--- src/rtl/wpt_pkg.sv ---
package wpt_pkg;

  localparam int CTRL_W = 8;

  // control word bit positions (observed word is packed in this order)
  localparam int CB_FETCH_N = 0;
  localparam int CB_WRITE   = 1;
  localparam int CB_SIZE_LO = 2;
  localparam int CB_SIZE_HI = 3;
  localparam int CB_PRIV    = 4;
  localparam int CB_EXT     = 5;
  localparam int CB_CHAIN   = 6;
  localparam int CB_RANGE   = 7;

  typedef enum logic [2:0] {
    SEL_AVAL = 3'd0,
    SEL_AMSK = 3'd1,
    SEL_DVAL = 3'd2,
    SEL_DMSK = 3'd3,
    SEL_CVAL = 3'd4,
    SEL_CMSK = 3'd5
  } wpt_sel_e;

endpackage

--- src/rtl/wpt_mask_cmp.sv ---
module wpt_mask_cmp #(
  parameter int W = 32
) (
  input  logic [W-1:0] value,
  input  logic [W-1:0] mask,
  input  logic [W-1:0] obs,
  output logic         hit
);
  logic [W-1:0] bit_ok;

  // one equality-or-ignore cell per bit
  for (genvar i = 0; i < W; i++) begin : g_bit
    assign bit_ok[i] = (obs[i] ~^ value[i]) | mask[i];
  end

  assign hit = &bit_ok;

endmodule

--- src/rtl/wpt_ctrl_pack.sv ---
module wpt_ctrl_pack
  import wpt_pkg::*;
(
  input  logic              fetch_n,
  input  logic              write,
  input  logic [1:0]        size,
  input  logic              priv,
  input  logic              ext,
  input  logic              chain,
  input  logic              rng,
  output logic [CTRL_W-1:0] word
);
  always_comb begin
    word                        = '0;
    word[CB_FETCH_N]            = fetch_n;
    word[CB_WRITE]              = write;
    word[CB_SIZE_HI:CB_SIZE_LO] = size;
    word[CB_PRIV]               = priv;
    word[CB_EXT]                = ext;
    word[CB_CHAIN]              = chain;
    word[CB_RANGE]              = rng;
  end
endmodule

--- src/rtl/wpt_regbank.sv ---
module wpt_regbank
  import wpt_pkg::*;
#(
  parameter int ADDR_W = 32,
  parameter int DATA_W = 32,
  parameter int WR_W   = 32
) (
  input  logic              clk,
  input  logic              rst_n,
  input  logic              wr_en,
  input  logic [2:0]        wr_sel,
  input  logic [WR_W-1:0]   wr_data,
  output logic [ADDR_W-1:0] aval,
  output logic [ADDR_W-1:0] amsk,
  output logic [DATA_W-1:0] dval,
  output logic [DATA_W-1:0] dmsk,
  output logic [CTRL_W-1:0] cval,
  output logic [CTRL_W-1:0] cmsk
);
  logic [ADDR_W-1:0] aval_d, amsk_d;
  logic [DATA_W-1:0] dval_d, dmsk_d;
  logic [CTRL_W-1:0] cval_d, cmsk_d;

  always_comb begin
    aval_d = aval;
    amsk_d = amsk;
    dval_d = dval;
    dmsk_d = dmsk;
    cval_d = cval;
    cmsk_d = cmsk;
    if (wr_en) begin
      case (wr_sel)
        SEL_AVAL: aval_d = wr_data[ADDR_W-1:0];
        SEL_AMSK: amsk_d = wr_data[ADDR_W-1:0];
        SEL_DVAL: dval_d = wr_data[DATA_W-1:0];
        SEL_DMSK: dmsk_d = wr_data[DATA_W-1:0];
        SEL_CVAL: cval_d = wr_data[CTRL_W-1:0];
        SEL_CMSK: cmsk_d = wr_data[CTRL_W-1:0];
        default: ;
      endcase
    end
  end

  always_ff @(posedge clk or negedge rst_n) begin
    if (!rst_n) begin
      aval <= '0;
      amsk <= '1;
      dval <= '0;
      dmsk <= '1;
      cval <= '0;
      cmsk <= '1;
    end else begin
      aval <= aval_d;
      amsk <= amsk_d;
      dval <= dval_d;
      dmsk <= dmsk_d;
      cval <= cval_d;
      cmsk <= cmsk_d;
    end
  end

  // registers hold when no write is enabled
  assert_hold_idle_R11: assert property (@(posedge clk) disable iff (!rst_n)
    !wr_en |=> ($stable(aval) && $stable(amsk) && $stable(dval) &&
                $stable(dmsk) && $stable(cval) && $stable(cmsk)));

  // an address-mask write loads the written word
  assert_amsk_load_R11: assert property (@(posedge clk) disable iff (!rst_n)
    (wr_en && wr_sel == SEL_AMSK) |=> amsk == $past(wr_data[ADDR_W-1:0]));

endmodule

--- src/rtl/wpt_match_unit.sv ---
module wpt_match_unit
  import wpt_pkg::*;
#(
  parameter  int ADDR_W = 32,
  parameter  int DATA_W = 32,
  localparam int WR_W   = (ADDR_W > DATA_W) ? ADDR_W : DATA_W
) (
  input  logic              clk,
  input  logic              rst_n,
  input  logic              reg_wr_en,
  input  logic [2:0]        reg_sel,
  input  logic [WR_W-1:0]   reg_wdata,
  input  logic              acc_valid,
  input  logic [ADDR_W-1:0] acc_addr,
  input  logic [DATA_W-1:0] acc_data,
  input  logic              acc_fetch_n,
  input  logic              acc_write,
  input  logic [1:0]        acc_size,
  input  logic              acc_priv,
  input  logic              ext_cond,
  input  logic              chain_in,
  input  logic              range_in,
  output logic              wp_hit,
  output logic              range_out
);
  logic [ADDR_W-1:0] aval, amsk;
  logic [DATA_W-1:0] dval, dmsk;
  logic [CTRL_W-1:0] cval, cmsk, cobs;
  logic              a_hit, d_hit, c_hit;
  logic              hit_d, hit_q;

  wpt_regbank #(.ADDR_W(ADDR_W), .DATA_W(DATA_W), .WR_W(WR_W)) u_regs (
    .clk(clk), .rst_n(rst_n), .wr_en(reg_wr_en), .wr_sel(reg_sel),
    .wr_data(reg_wdata), .aval(aval), .amsk(amsk), .dval(dval),
    .dmsk(dmsk), .cval(cval), .cmsk(cmsk)
  );

  wpt_ctrl_pack u_pack (
    .fetch_n(acc_fetch_n), .write(acc_write), .size(acc_size),
    .priv(acc_priv), .ext(ext_cond), .chain(chain_in), .rng(range_in),
    .word(cobs)
  );

  wpt_mask_cmp #(.W(ADDR_W)) u_acmp (.value(aval), .mask(amsk), .obs(acc_addr), .hit(a_hit));
  wpt_mask_cmp #(.W(DATA_W)) u_dcmp (.value(dval), .mask(dmsk), .obs(acc_data), .hit(d_hit));
  wpt_mask_cmp #(.W(CTRL_W)) u_ccmp (.value(cval), .mask(cmsk), .obs(cobs),     .hit(c_hit));

  always_comb begin
    hit_d = acc_valid & a_hit & d_hit & c_hit;
  end

  always_ff @(posedge clk or negedge rst_n) begin
    if (!rst_n) hit_q <= 1'b0;
    else        hit_q <= hit_d;
  end

  assign wp_hit    = hit_q;
  assign range_out = hit_q;

  // a hit is always preceded by a strobe
  assert_hit_needs_strobe_R2: assert property (@(posedge clk) disable iff (!rst_n)
    wp_hit |-> $past(acc_valid));

  // exact address mask rejects any other address
  assert_exact_addr_R3: assert property (@(posedge clk) disable iff (!rst_n)
    (acc_valid && amsk == '0 && acc_addr != aval) |=> !wp_hit);

  // with data fully masked, address and control alone decide
  assert_data_ignored_R5: assert property (@(posedge clk) disable iff (!rst_n)
    (acc_valid && (&dmsk) && a_hit && c_hit) |=> wp_hit);

  // a demanded chain input that is low blocks the hit
  assert_chain_block_R9: assert property (@(posedge clk) disable iff (!rst_n)
    (acc_valid && !cmsk[CB_CHAIN] && cval[CB_CHAIN] && !chain_in) |=> !wp_hit);

endmodule

--- config.mk ---
export PLATFORM = sky130hd
export DESIGN_NAME = wpt_match_unit
export DESIGN_NICKNAME = d
export VERILOG_FILES = /design/src/rtl/wpt_pkg.sv /design/src/rtl/wpt_mask_cmp.sv /design/src/rtl/wpt_ctrl_pack.sv /design/src/rtl/wpt_regbank.sv /design/src/rtl/wpt_match_unit.sv
export SDC_FILE = /design/constraint.sdc
export NUM_CORES = 1
export LEC_CHECK = 0
export ABC_AREA = 1
export BUFFER_PORTS_ARGS = -buffer_cell sky130_fd_sc_hd__buf_2
export CAP_MARGIN = 20
export CORE_ASPECT_RATIO = 0.6
export CORE_UTILIZATION = 52
export CTS_CLUSTER_SIZE = 14
export DETAILED_ROUTE_END_ITERATION = 10
export HOLD_SLACK_MARGIN = 0.02
export PLACE_DENSITY = 0.74
export RECOVER_POWER = 25
export SETUP_SLACK_MARGIN = 0.05
export SLEW_MARGIN = 20
export SYNTH_ARGS = -nofsm -noshare
export SYNTH_HDL_FRONTEND = slang
export SYNTH_HIERARCHICAL = 1
export SYNTH_SLANG_ARGS = --single-unit
--- constraint.sdc ---
create_clock -name clk -period 1.39 [get_ports clk]
set_input_delay 0.139 -clock clk [delete_from_list [all_inputs] [get_ports clk]]
set_output_delay 0.139 -clock clk [all_outputs]
set_load 0.01 [all_outputs]
==> run_results.csv, run 1 <==
group,metric,value,unit
place,dpl_worst_slack,14.1,ps
clock_network,clkSinkCount,145,
clock_network,clk_path_buf_depth,2,
worst_setup_path,critPathRequiredTime,1720,ps
clock_network,clk_latency,410,ps
global_routing,met3_usage,4.09,%
sta,max-slew-margin-rel,61.3,%
worst_setup_path,regToRegStartpoint,"u_regs/dmsk[14]$_DFFE_PN1P_",
sta,hold_viol,0,
power_and_ir_drop,total_power,13.1,mW
sta,finalCritPeriodShare,99.3,%
worst_setup_path,start_kind,"flop",
power_and_ir_drop,switchingPower,3.76,mW
logic_synthesis,avgSynthCellArea,6.91,um^2
sta,setup_viol,0,
logic_synthesis,ys_async_sr_fraction,100,%
worst_setup_path,cp.arrival,1710,ps
sta,skew,8.56,ps
logic_synthesis,ys.flop_type,"dfrtp_1",
clock_network,cts_root_buffer,"clkbuf_16",
floorplan,die_area,15200,um^2
global_routing,grt_usage,27.3,%
cells_and_area,finalNetCount,1367,
cells_and_area,drive_gt1_share,20.4,%
logic_synthesis,synth_area,7660,um^2
power_and_ir_drop,p_seq_share,44.1,%
job,maxCapViolations,0,
logic_synthesis,yosysWarnings,6,
sta,worst_pin_slew,581,ps
cells_and_area,final_core_util,67.6,%
worst_setup_path,critical_path_class,"reg2reg",
clock_network,numCtsBuffers,17,
global_routing,grt.busiest_layer,"met2",
floorplan,coreArea,14000,um^2
run_status,status,"finished clean",
power_and_ir_drop,p_per_area,1390,nW/um^2
logic_synthesis,yosys-top-cells-area,"nand2_1 25%, dfstp_2 25%, dfrtp_1 24%, nand3_1 8.5%, inv_1 7.1%",
place,io_buffers,112,
clock_network,tritoncts,"done",
global_routing,grt_max_degree,56,
cells_and_area,area_delta_synth_final,23.4,%
power_and_ir_drop,combinationalPowerShare,19.1,%
global_routing,grtUsageMet2,42.6,%
clock_network,clkTransAtPathRegs,60,ps
logic_synthesis,seq_area_frac_synth,48.5,%
worst_setup_path,cp-end-kind,"flop",
clock_network,htree_levels,4,
global_routing,grt_pass1_vias,6507,
drt,drt_pre_antenna_iters,5,
logic_synthesis,synth.most_common_cell,"nand2_1",
drt,routed_wl,19900,um
sta,timing.fmax,0.725,GHz
logic_synthesis,synth.distinct_cells,14,
floorplan,start_util,54.8,%
power_and_ir_drop,internal_power,9.38,mW
drt,via_per_inst,4.84,
power_and_ir_drop,leakagePower,5.31,nW
drt,drt_iter0_drc,519,
power_and_ir_drop,clock_power_share,36.8,%
floorplan,die_w,159,um
floorplan,rows,33,
worst_setup_path,crit_start,"u_regs/dmsk[14]$_DFFE_PN1P_",
logic_synthesis,synth_nets,1220,
floorplan,design.portCount,113,
worst_hold_path,min_from,"reg_sel[2]",
global_routing,grt.met1_usage,40.2,%
drt,drc,0,
logic_synthesis,synth_common_cells,"518 x nand2_1, 146 x inv_1, 130 x nand3_1",
global_routing,grt_antenna_before_repair,0,
floorplan,die_y,96.0,um
logic_synthesis,synth_edf_count,0,
place,gp_congestion,0.841,
global_routing,grt_pass1_wl,32100,um
worst_hold_path,hold_path_class,"in2reg",
sta,min_period,1380,ps
worst_setup_path,cp_max_fo,2,
global_routing,overflow,0,
sta,slew_viol_final,0,
sta,rsz0062_at_grt,"yes",
logic_synthesis,yosysTopAreaCellShare,25.4,%
cells_and_area,antennaDiodeCount,0,
drt,vias,7076,
sta,setup_tns,0,ps
cells_and_area,fillers,1223,
logic_synthesis,synth-seq-cells,145,
place,dp_hpwl,13300,um
drt,avgRoutedWirePerCell,13.6,um
logic_synthesis,synth_cells,1109,
drt,ant_nets,0,
sta,worst_slack,9.91,ps
power_and_ir_drop,swShare,28.6,%
power_and_ir_drop,ir_drop,0.870,mV
logic_synthesis,synth_top_area_cell,"nand2_1",
## worst max-delay path, cell delays in order, from the launching register on
cell	delay, ps
dfstp_2	530
inv_1	40
nand2_1	60
nor2_1	50
nor2_2	110
nand2_2	80
nor2_1	90
nand2_1	80
nor2_1	90
nand2_1	60
nor2_1	110
## cell usage in the layout, fill, tap and decap left out
| master | count |
|---|---|
| nand2_2 | 3 |
| inv_2 | 4 |
| nor2_2 | 7 |
| dfstp_2 | 72 |
| buf_12 | 5 |
| clkinv_1 | 1 |
| nand3b_1 | 8 |
| clkbuf_1 | 1 |
| dfrtp_1 | 73 |
| clkbuf_8 | 1 |
| nand2_1 | 515 |
| nand4_1 | 2 |
| inv_1 | 145 |
| nand3_1 | 130 |
| buf_6 | 2 |
| clkbuf_2 | 2 |
| buf_2 | 111 |
| clkinvlp_4 | 1 |
| clkbuf_16 | 17 |
| clkinv_4 | 5 |
| dlygate4sd3_1 | 34 |
| nor2_4 | 4 |
| buf_4 | 18 |
| nor2_1 | 101 |
| clkinv_2 | 3 |
| bufinv_16 | 4 |
## sequential cells by signal (all words and copies together), names as in the netlist
| signal | cells |
|---|---|
| range_out | 1 |
| u_regs/dval | 32 |
| u_regs/cval | 8 |
| u_regs/cmsk | 8 |
| u_regs/aval | 32 |
| u_regs/amsk | 32 |
| u_regs/dmsk | 32 |
## cell type report
cell class	count	area [um^2]	area share (%)
multi-input combinational	770	3140	33.2
clock buffer	19	443	4.68
clock inverter	13	186	1.97
inverter	150	563	5.95
tap	192	240	2.54
timing repair buffer	172	1160	12.3
sequential	145	3720	39.3
## cell families after synthesis
logic type    count (synthesis)  share of synthesized area (%)
simple gates                770                           40.7
buf+inv                     194                           10.8
flops                       145                           48.5
## what timing repair did
item	4_1_cts	5_1_grt
gates resized for setup	4	3
hold buffers	34	0
pin swaps	12	3
setup endpoints to repair	1	1
hold endpoints to repair	180	0
buffers inserted	1	0
## metrics by stage
| stage | area, um^2 | instances | hold WS [ps] |
|---|---|---|---|
| 3_3_place_gp | 8490 | 1394 | 4.35 |
| 3_5_place_dp | 8490 | 1394 | 7.39 |
| 5_1_grt | 9460 | 1461 | 124 |
| 4_1_cts | 9480 | 1461 | 95.8 |
| 6_report | 9460 | 1461 | 105 |
| 2_1_floorplan | 7660 | 1109 | -157 |
## routing by layer
| layer | vias to the layer above | wire length (um) | part of all wire [%] |
|---|---|---|---|
| li1 | 3609 | - | - |
| met1 | 3244 | 9930 | 50 |
| met2 | 214 | 8560 | 43 |
| met3 | 9 | 1290 | 6.5 |
| met4 | 0 | 99 | 0.50 |
| met5 | - | 0 | 0 |
## power groups by stage
| stage | Combinational, mW | Clock [mW] | Sequential [mW] |
|---|---|---|---|
| final | 2.51 | 4.84 | 5.79 |
| after global routing | 2.88 | 5.10 | 5.90 |
| after CTS | 2.52 | 4.90 | 5.78 |
| after detailed placement | 2.39 | 0 | 5.84 |
| after global placement | 2.33 | 0 | 5.81 |
| after floorplan | 1.68 | 0 | 5.73 |
## path summary, 6_finish.rpt
kind	to	slack [ps]	cells past startpoint
hold / removal	u_regs/amsk[28]$_DFFE_PN1P_	110	4
max in group asynchronous	u_regs/dmsk[18]$_DFFE_PN1P_	190	3
setup / recovery	range_out$_DFF_PN0_	10	10
min in group asynchronous	u_regs/dval[31]$_DFFE_PN0P_	260	2
setup reg to reg	range_out$_DFF_PN0_	10	10
hold reg to reg	u_regs/amsk[27]$_DFFE_PN1P_	460	2
Power figures use the tool's default switching activity.
==> run 2, diff against run 1 <==
- CELL_PAD_IN_SITES_DETAIL_PLACEMENT: default -> 1
- CELL_PAD_IN_SITES_GLOBAL_PLACEMENT: default -> 2
- CORE_UTILIZATION: 52 -> 32
- PLACE_DENSITY: 0.74 -> default
- PLACE_DENSITY_LB_ADDON: default -> 0.1
- RECOVER_POWER: 25 -> 50
==> run_results.csv, run 2 (synthesis results as in run 1) <==
group,metric,value,unit
place,io_buffers,112,
floorplan,design.portCount,113,
run_status,violations,"negative setup slack",
cells_and_area,final_core_util,41.6,%
sta,slew_viol_final,0,
sta,setup_viol,1,
clock_network,numCtsBuffers,17,
floorplan,die_w,202,um
sta,worst_slack,-22.0,ps
global_routing,grt_pass1_wl,40300,um
run_status,status,"finished with violations",
worst_setup_path,ff2ff_path_depth,10,
floorplan,die_y,122,um
global_routing,grt_pass1_vias,7137,
sta,hold_viol,0,
clock_network,clk_latency,420,ps
worst_setup_path,critPathRequiredTime,1750,ps
clock_network,clk_path_buf_depth,2,
cells_and_area,area_delta_synth_final,26.4,%
worst_hold_path,hold_path_class,"in2reg",
drt,avgRoutedWirePerCell,15.8,um
power_and_ir_drop,ir_drop,0.844,mV
drt,via_per_inst,4.49,
worst_setup_path,cp_max_fo,2,
global_routing,grt_antenna_before_repair,0,
cells_and_area,finalNetCount,1372,
sta,min_period,1410,ps
floorplan,rows,43,
place,gp_congestion,0.735,
job,maxCapViolations,0,
power_and_ir_drop,leakagePower,5.31,nW
worst_setup_path,r2r_setup_slack,-20,ps
sta,skew,6.18,ps
worst_setup_path,start_kind,"flop",
global_routing,grt_max_degree,40,
worst_setup_path,regToRegStartpoint,"u_regs/amsk[1]$_DFFE_PN1P_",
drt,drt_iter0_drc,220,
floorplan,coreArea,23300,um^2
cells_and_area,final_cell_mix,"512 x nand2_1, 145 x inv_1, 129 x nand3_1",
sta,worst_pin_slew,891,ps
clock_network,clkTransAtPathRegs,60,ps
floorplan,start_util,32.9,%
global_routing,overflow,0,
worst_setup_path,crit_start,"u_regs/amsk[1]$_DFFE_PN1P_",
sta,max-slew-margin-rel,40.4,%
place,dpl_worst_slack,-190,ps
global_routing,grt_usage,21.7,%
clock_network,tritoncts,"done",
clock_network,cts_root_buffer,"clkbuf_16",
drt,drt_pre_antenna_iters,4,
power_and_ir_drop,p_per_area,1350,nW/um^2
cells_and_area,antennaDiodeCount,0,
clock_network,clkSinkCount,145,
cells_and_area,final_common_cell,"nand2_1",
worst_setup_path,cp-end-kind,"flop",
place,dp_hpwl,17500,um
sta,rsz0062_at_grt,"yes",
worst_setup_path,cp.arrival,1770,ps
worst_setup_path,critical_path_class,"reg2reg",
cells_and_area,fillers,3001,
sta,finalCritPeriodShare,102,%
drt,drc,0,
floorplan,die_area,24600,um^2
drt,routed_wl,25200,um
worst_setup_path,crit_end,"range_out$_DFF_PN0_",
worst_setup_path,worst_r2r_endpoint,"range_out$_DFF_PN0_",
cells_and_area,drive_gt1_share,20.4,%
clock_network,htree_levels,4,
sta,timing.fmax,0.708,GHz
drt,ant_nets,0,
drt,vias,7128,
==> run 2: final cells by class <==
type / instances / area, um^2 / share of cell area (%)
clock buffers: 27 / 503 / 5.19
clock inverters: 5 / 75.1 / 0.775
flip-flops and latches: 145 / 3720 / 38.4
multi-input cells: 770 / 3180 / 32.8
repair buffers: 177 / 1250 / 12.9
well taps: 315 / 394 / 4.07
inverters: 150 / 563 / 5.81
==> run 2: worst max-delay path, stage by stage (launching register included) <==
cell and delay (ps):
dfstp_2 530, inv_1 40, nand2_1 50, nor2_1 50, nor2_1 90, nand2_1 100
nor2_4 130, nand2_2 90, nor2_1 90, nand2_1 70, nor2_1 100
==> run 2: metal layers <==
| metal | up-vias | share of wire, % | track usage (%) |
|---|---|---|---|
| li1 | 3613 | - | - |
| met1 | 3422 | 54 | 32.7 |
| met2 | 80 | 43 | 32.1 |
| met3 | 13 | 2.6 | 3.80 |
| met4 | 0 | 0.70 | 4.45 |
| met5 | - | 0 | 0 |
==> run 2: repair_timing <==
| item | CTS | global route |
|---|---|---|
| hold buffers | 34 | 0 |
| gates resized for setup | 13 | 8 |
| setup buffers | 0 | 1 |
| hold endpoints to repair | 201 | 0 |
| pin swaps | 16 | 12 |
| endpoints found under the setup margin | 1 | 1 |
==> run 2: per-stage QoR <==
step	cell area [um^2]	setup TNS [ps]	power [mW]	instances	hold WS [ps]
after floorplan	7660	0	7.40	1109	-157
after global placement	8770	-149	8.32	1522	33.0
after detailed placement	8770	-190	8.43	1522	32.2
after CTS	9720	-14.1	13.3	1588	54.6
after global routing	9690	-4950	14.0	1589	180
final	9690	-22.0	13.1	1589	154
==> run 2: report_power, final <==
part	leakage [nW]	switching, mW	total, mW	internal (mW)
Combinational	3.35	1.59	2.66	1.06
Clock	0.285	1.82	4.65	2.83
Sequential	1.67	0.509	5.80	5.29
==> run 2: worst min-delay path by stage <==
stage	from	endpoint	slack, ps	depth (start not counted)
floorplan	rst_n	range_out$_DFF_PN0_	-160	0
global placement	rst_n	u_regs/aval[17]$_DFFE_PN0P_	30	1
detailed placement	rst_n	u_regs/aval[17]$_DFFE_PN0P_	30	1
CTS	reg_sel[2]	u_regs/amsk[31]$_DFFE_PN1P_	50	4
global route	reg_sel[2]	u_regs/cval[1]$_DFFE_PN0P_	180	5
finish	reg_sel[2]	u_regs/cval[1]$_DFFE_PN0P_	150	5
